<file path="config.mk">
export PLATFORM = sky130hd
export DESIGN_NAME = stk_ptr_top
export DESIGN_NICKNAME = d
export VERILOG_FILES = /design/src/rtl/stk_pkg.sv /design/src/rtl/stk_op_decode.sv /design/src/rtl/stk_ptr_step.sv /design/src/rtl/stk_addr_map.sv /design/src/rtl/stk_ptr_top.sv
export SDC_FILE = /design/constraint.sdc
export NUM_CORES = 1
export LEC_CHECK = 0
export ABC_CLOCK_PERIOD_IN_PS = 4200
export CAP_MARGIN = 20
export CELL_PAD_IN_SITES_DETAIL_PLACEMENT = 0
export CELL_PAD_IN_SITES_GLOBAL_PLACEMENT = 1
export CORE_MARGIN = 2
export CORE_UTILIZATION = 31
export DETAILED_ROUTE_END_ITERATION = 8
export HOLD_SLACK_MARGIN = 0.08
export PLACE_DENSITY = 0.94
export SLEW_MARGIN = 20
export SYNTH_ARGS = -nofsm -noshare
export SYNTH_HDL_FRONTEND = slang
export SYNTH_SLANG_ARGS = --single-unit
</file>
<file path="constraint.sdc">
create_clock -name clk -period 4.2 [get_ports clk]
set_clock_uncertainty 0.1 [all_clocks]
set_input_delay 1.05 -clock clk [delete_from_list [all_inputs] [get_ports clk]]
set_output_delay 1.05 -clock clk [all_outputs]
set_load 0.01 [all_outputs]
</file>
<file path="src/rtl/stk_pkg.sv">
package stk_pkg;
  localparam int unsigned SP_AW = 8;
  localparam int unsigned SP_PW = SP_AW + 1;

  typedef logic [SP_PW-1:0] sptr_t;
  typedef logic [SP_AW-1:0] sbyte_t;

  typedef enum logic [2:0] {
    OP_IDLE  = 3'd0,
    OP_PUSH  = 3'd1,
    OP_POP   = 3'd2,
    OP_LOAD  = 3'd3,
    OP_CLASH = 3'd4
  } stk_op_e;

  // ninth bit only counts while the extension is on
  function automatic sptr_t ptr_view(input sptr_t p, input logic ext);
    sptr_t r;
    r = p;
    if (!ext) r[SP_PW-1] = 1'b0;
    return r;
  endfunction

  function automatic sptr_t ptr_up(input sptr_t p, input logic ext);
    sptr_t r;
    r = ptr_view(p, ext) + sptr_t'(1);
    if (!ext) r[SP_PW-1] = 1'b0;
    return r;
  endfunction

  function automatic sptr_t ptr_down(input sptr_t p, input logic ext);
    sptr_t r;
    r = ptr_view(p, ext) - sptr_t'(1);
    if (!ext) r[SP_PW-1] = 1'b0;
    return r;
  endfunction
endpackage

</file>
<file path="src/rtl/stk_op_decode.sv">
module stk_op_decode
  import stk_pkg::*;
(
  input  logic    push_i,
  input  logic    pop_i,
  input  logic    load_i,
  output stk_op_e op_o
);
  always_comb begin
    if (load_i)                op_o = OP_LOAD;
    else if (push_i && pop_i)  op_o = OP_CLASH;
    else if (push_i)           op_o = OP_PUSH;
    else if (pop_i)            op_o = OP_POP;
    else                       op_o = OP_IDLE;
  end
endmodule

</file>
<file path="src/rtl/stk_ptr_step.sv">
module stk_ptr_step
  import stk_pkg::*;
(
  input  logic    clk,
  input  logic    rst_n,
  input  stk_op_e op_i,
  input  sptr_t   cur_i,
  input  logic    ext_i,
  input  sbyte_t  wdata_i,
  output sptr_t   nxt_o,
  output sptr_t   acc_ptr_o,
  output logic    acc_vld_o,
  output logic    acc_wr_o
);
  sptr_t held;
  sptr_t up_val;
  sptr_t dn_val;

  assign held   = ptr_view(cur_i, ext_i);
  assign up_val = ptr_up(cur_i, ext_i);
  assign dn_val = ptr_down(cur_i, ext_i);

  always_comb begin
    nxt_o     = held;
    acc_ptr_o = held;
    acc_vld_o = 1'b0;
    acc_wr_o  = 1'b0;
    unique case (op_i)
      OP_PUSH: begin
        nxt_o     = up_val;
        acc_ptr_o = up_val;
        acc_vld_o = 1'b1;
        acc_wr_o  = 1'b1;
      end
      OP_POP: begin
        nxt_o     = dn_val;
        acc_vld_o = 1'b1;
      end
      OP_LOAD: nxt_o = {held[SP_PW-1], wdata_i};
      default: ;
    endcase
  end


  pop_addr_chk: assert property (@(posedge clk) disable iff (!rst_n)
    (op_i == OP_POP) |-> (acc_ptr_o[SP_AW-1:0] == cur_i[SP_AW-1:0] && !acc_wr_o));


  narrow_hi_chk: assert property (@(posedge clk) disable iff (!rst_n)
    !ext_i |-> !nxt_o[SP_PW-1]);
endmodule

</file>
<file path="src/rtl/stk_addr_map.sv">
module stk_addr_map
  import stk_pkg::*;
(
  input  logic   clk,
  input  logic   rst_n,
  input  sptr_t  acc_ptr_i,
  input  logic   acc_vld_i,
  input  logic   ext_i,
  output logic   xram_o,
  output sbyte_t addr_o
);
  assign xram_o = acc_vld_i && ext_i && acc_ptr_i[SP_PW-1];
  assign addr_o = acc_ptr_i[SP_AW-1:0];


  xram_mode_chk: assert property (@(posedge clk) disable iff (!rst_n)
    xram_o |-> (ext_i && acc_vld_i));
endmodule

</file>
<file path="src/rtl/stk_ptr_top.sv">
module stk_ptr_top
  import stk_pkg::*;
#(
  parameter logic [7:0] SP_RESET = 8'h07
) (
  input  logic       clk,
  input  logic       rst_n,
  input  logic       push_i,
  input  logic       pop_i,
  input  logic       sp_wr_i,
  input  logic [7:0] sp_wdata_i,
  input  logic       ext_en_i,
  output logic [7:0] sp_o,
  output logic       sp_hi_o,
  output logic [7:0] ctl_o,
  output logic       acc_vld_o,
  output logic       acc_wr_o,
  output logic       acc_xram_o,
  output logic [7:0] acc_addr_o
);
  localparam int unsigned CTL_EN_BIT = 7;
  localparam int unsigned CTL_HI_BIT = 6;

  stk_op_e op_w;
  sptr_t   ptr_q;
  sptr_t   ptr_nxt;
  sptr_t   acc_ptr_w;
  logic    acc_vld_w;

  stk_op_decode u_dec (
    .push_i (push_i),
    .pop_i  (pop_i),
    .load_i (sp_wr_i),
    .op_o   (op_w)
  );

  stk_ptr_step u_step (
    .clk       (clk),
    .rst_n     (rst_n),
    .op_i      (op_w),
    .cur_i     (ptr_q),
    .ext_i     (ext_en_i),
    .wdata_i   (sp_wdata_i),
    .nxt_o     (ptr_nxt),
    .acc_ptr_o (acc_ptr_w),
    .acc_vld_o (acc_vld_w),
    .acc_wr_o  (acc_wr_o)
  );

  stk_addr_map u_map (
    .clk       (clk),
    .rst_n     (rst_n),
    .acc_ptr_i (acc_ptr_w),
    .acc_vld_i (acc_vld_w),
    .ext_i     (ext_en_i),
    .xram_o    (acc_xram_o),
    .addr_o    (acc_addr_o)
  );

  always_ff @(posedge clk) begin
    if (!rst_n) ptr_q <= {1'b0, SP_RESET};
    else        ptr_q <= ptr_nxt;
  end

  assign sp_o      = ptr_q[SP_AW-1:0];
  assign sp_hi_o   = ptr_q[SP_PW-1];
  assign acc_vld_o = acc_vld_w;

  always_comb begin
    ctl_o = '0;
    ctl_o[CTL_EN_BIT] = ext_en_i;
    ctl_o[CTL_HI_BIT] = ptr_q[SP_PW-1];
  end


  push_lands_chk: assert property (@(posedge clk) disable iff (!rst_n)
    (op_w == OP_PUSH) |=> (ptr_q == $past(acc_ptr_w)));


  clash_hold_chk: assert property (@(posedge clk) disable iff (!rst_n)
    (op_w == OP_CLASH && ext_en_i) |=> $stable(ptr_q));


  clash_quiet_chk: assert property (@(posedge clk) disable iff (!rst_n)
    (op_w == OP_CLASH) |-> !acc_vld_o);


  load_keeps_hi_chk: assert property (@(posedge clk) disable iff (!rst_n)
    (sp_wr_i && ext_en_i) |=> (sp_o == $past(sp_wdata_i) && $stable(sp_hi_o)));


  hi_cleared_chk: assert property (@(posedge clk) disable iff (!rst_n)
    !ext_en_i |=> !sp_hi_o);
endmodule

</file>
# == After elaboration in Yosys (flattened, before gate mapping) ==
# Index checks and enable logic that the tools add are counted.
# totals
reg_bits,9
input_bits,14
output_inout_bits,28
elab_cells,23
# op_classes
add_sub_neg,2
n_eq_ne,3
muxes,11
reduce_logical,5
# ops
cell,n
$pmux W9 S3,1
$add A9 B1 Y9 const B,1
$mux W3,3
$mux W9,1
$sub A9 B1 Y9 const B,1
$eq A3 B2 Y1 const B,2
$mux W1,5
$eq A3 B1 Y1 const B,1
$logic_and A1 B1 Y1,3
$reduce_bool A3 Y1,1
$mux W2,1
$reduce_or A2 Y1,1

# == Longest topological paths before layout ==
# logic_depth
ltp_word,9
depth_mapped,7
ltp_nobuf,6

# == Modules after synthesis ==
# From an unflattened synthesis, not the netlist that was laid out.
# unflattened
cells_unflattened,162
area_unflattened_um2,1151.1
# by_module_without_submodules
module,n_inst,cells_per_inst,area_per_inst_um2,seq_area_each_um2
stk_ptr_step,1,121,758.2,0.0
stk_ptr_top,1,27,300.3,180.2
stk_addr_map,1,9,66.3,0.0
stk_op_decode,1,5,26.3,0.0

# == Worst setup path after synthesis ==
# OpenSTA, ideal clock, no wires.
# synth_timing
path_type,input to output
start,input pop_i
end,output acc_addr_o[0]
t_arrival_ns,2.173
required_ns,3.050
path_slack_ns,0.877
path_stages,5
path_buffers,1
path_cell_list,or3b_1 -> clkbuf_1 -> inv_1 -> ha_1 -> inv_1
# synth_via
elab_chain_len,6
word_cells_on_any_way,7
cone_classes,eq/ne (1); mux (5); reduce/logical (1)
# synth_rtl
item,line,source
"start, declared",stk_ptr_top.sv:9,"input logic pop_i,"
$mux W2,stk_op_decode.sv:13,else if (pop_i) op_o = OP_POP;
$mux W3,stk_op_decode.sv:12,else if (push_i) op_o = OP_PUSH;
$mux W3 *,stk_op_decode.sv:11,else if (push_i && pop_i) op_o = OP_CLASH;
$mux W3 *,stk_op_decode.sv:10,if (load_i) op_o = OP_LOAD;
$eq A3 B1 Y1 *,stk_ptr_step.sv:28,unique case (op_i)
$mux W9 *,stk_ptr_step.sv:28,
"end, declared",stk_ptr_top.sv:19,output logic [7:0] acc_addr_o
# Mark *: on every way between the ends. The rest lies on a longest branch, timed or not.

# == Worst setup path in the final report ==
# layout_timing
start,input push_i
end,output acc_addr_o[0]
# layout_via
elab_chain_len,5
word_cells_on_any_way,6
cone_classes,eq/ne (1); mux (4); reduce/logical (1)
# layout_rtl
item,line,source
"start, declared",stk_ptr_top.sv:8,"input logic push_i,"
$mux W3 / $logic_and A1 B1 Y1 (equally long branches),"stk_op_decode.sv:12, stk_op_decode.sv:11",
$mux W3 *,stk_op_decode.sv:11,
$mux W3 *,stk_op_decode.sv:10,
$eq A3 B1 Y1 *,stk_ptr_step.sv:28,
$mux W9 *,stk_ptr_step.sv:28,
# Marked as above.

==> reports/results.tsv <==
metric	value	unit
yosys.area_share.simple	33.8	%
period_minus_slack	4.14	ns
drc	0	
cp-start-kind	input pin	
dr_total_vias	1128	
track_usage	17.3	%
drv_slew	0	
rsz0062_at_grt	true	
diodes	0	
synth-xor-area-share	9.70	%
rows	20	
async_flop_share	0	%
instances_no_fill	220	
synth_fa_ha_area_share	3.78	%
firstDrtPassIters	4	
synth_top_family_by_area	simple AND/OR/NAND/NOR gates	
die_area	3670	µm²
fin_nets	194	
crit_path_end_kind	output pin	
hp-class	reg -> reg	
final_layout_size_suffix_gt1_share	11.4	%
multi_input_area	702	µm²
yosysTopAreaCell	dfxtp_1	
root_buffer	clkbuf_4	
antenna_found_initial	0	
max_stage_delay	0.53	ns
syn_area_per_cell	7.15	µm²
status	finished clean	
reg2regPathDepth	6	
synthCells	139	
pin_count	42	
fin_crit_sh	98.7	%
min_to	ptr_q[5]	
crit_required	3.05	ns
synth-edff-count	0	
relSlewSlack	65.7	%
grt_pass1_vias	1027	
final_hold_viol_count	0	
start_util	32.5	%
syn-cell-area	993	µm²
grt_max_degree	21	
coreArea	3050	µm²
synth.area.top_cells	dfxtp_1 (18%), nand2_1 (7.2%), xor2_1 (6.2%), buf_4 (6.0%), nor3_1 (5.0%)	
die_h	60.6	µm
setup_violations	0	
yosysSeqAreaShare	18.1	%
p_total	0.000291	W
gp_congestion	0.855	
crit_chain	clkdlybuf4s50_1 -> or3b_4 -> inv_1 -> ha_1 -> inv_1 -> clkdlybuf4s50_1	
cts_tree	done	
max_freq	241	MHz
cts_made_buffers	3	
regArea	180	µm²
timing.rr.start	ptr_q[0]	
drtIter0Drc	60	
min-delay-start	ptr_q[5]	
critPathArrivalTime	2.99	ns
drt-total-wl	2.88	mm
h-tree-depth	1	
clkTransAtPathRegs	0.07	ns
finalSetupTns	0	ns
ant_nets	0	
clock_sinks	9	
hpwl	2.10	mm
largestRegisters	ptr_q (9)	
ys.flop_type	dfxtp_1	
n_fill_cell	326	
vias_per_cell	5.13	
yosysMostFrequentCell	nand2_1	
portBuffers	35	
regMostFlops	ptr_q	
leakagePower	0.598	nW
powerDensity	204	nW/µm²
area_delta_synth_final	43.6	%
synth_mux_area_share	2.02	%
vdd_drop_max	0.0742	mV
yosys_register_bits	9	
critPathMaxFanout	8	
setup_ws	0.0554	ns
die_width	60.6	µm
synth_compound_area_share	18.4	%
slowest_stage	clkdlybuf4s50_1	
max_cap_viol_count	0	
largest_reg_flops	9	
yosys.area.top_type_share	18.1	%
insertion_delay	0.27	ns
r2r-end	ptr_q[8]	
synth_cell_types	44	
critical_path_class	in -> out	
grt_pass1_wl	4.80	mm
cts_hold_buf	0	
pre_cts_ws	-0.176	ns
place_inst	214	
yosys_warnings	0	
regToRegSetupSlack	2.15	ns
cts_buffer_depth	2	
holdPathStages	2	
synth_common_cells	nand2_1 (19), nor2_1 (10), nor3_1 (10)	
wl_per_cell	13.1	µm
worst_pin_slew	0.512	ns
grt-ovfl-total	0	
-- per-stage QoR --
step,cell area (µm²),hold WS [ns],util (%)
global placement,1380,0.479,45.1
global route,1430,0.548,46.7
floorplan,1010,0.468,-
CTS,1420,0.501,46.6
detailed placement,1380,0.489,45.1
finish,1430,0.507,46.7
-- layer usage --
| metal | up-vias | routed length, µm | track usage (%) | part of all wire, % |
|---|---|---|---|---|
| li1 | 554 | - | - | - |
| met1 | 520 | 1310 | 23.2 | 46 |
| met2 | 47 | 1360 | 27.6 | 47 |
| met3 | 7 | 144 | 1.49 | 5.0 |
| met4 | 0 | 57 | 8.70 | 2.0 |
| met5 | - | 0 | 0 | 0 |
-- how the worst max path moves through the flow --
stage,end,depth (start not counted),from
after floorplan,acc_addr_o[0],5,pop_i
after global placement,acc_xram_o,6,push_i
after detailed placement,acc_xram_o,6,push_i
after CTS,acc_addr_o[3],6,push_i
after global routing,acc_addr_o[5],5,push_i
final,acc_addr_o[0],6,push_i
-- cells by family after synthesis --
logic type / Yosys count
flip-flops: 9
adder cells (fa/ha/maj): 3
other: 1
buffers and inverters: 26
XOR/XNOR: 11
AND/OR/NAND/NOR: 62
multiplexers: 2
AO/OA/AOI/OAI: 25
-- cells in the final DEF (no fill, tap or decap), types with 2 or more instances in the layout --
cell	n
clkdlybuf4s50_1	32
nand2_1	19
buf_4	11
nor2_1	10
nor3_1	9
dfxtp_1	9
inv_1	8
xor2_1	7
conb_1	6
o21ai_0	5
nand3_1	4
xnor2_1	4
nand4_1	3
o311ai_0	3
a21oi_1	3
o211ai_1	3
ha_1	3
clkbuf_4	3
nand2b_1	2
nor2b_1	2
nor4_1	2
mux2i_1	2
dlygate4sd2_1	2
-- report_power, final --
group	switching, W	leakage, nW	internal (W)
clock	0.0000375	0.0150	0.0000369
sequential	0.0000151	0.0743	0.0000908
combinational	0.0000518	0.509	0.0000589
total	0.000104	0.598	0.000187
-- final cells by class --
type,instances,area share [%]
clock buffers,4,1.84
inverters,8,2.11
multi-input cells,109,49.2
well taps,44,3.86
repair buffers,46,30.4
flip-flops and latches,9,12.6
-- worst max-delay path: cells and delay by family --
kind | cells | cell delay, ns
adder cells (fa/ha/maj) | 1 | 0.26
buffers and inverters | 4 | 1.24
AND/OR/NAND/NOR | 1 | 0.44
-- repair_timing --
action | 4_1_cts | 5_1_grt
cloned | 0 | 0
endpoints found under the setup margin | 6 | 6
buffers inserted | 2 | 0
resized for setup | 4 | 1
(Power assumes the default switching activity.)
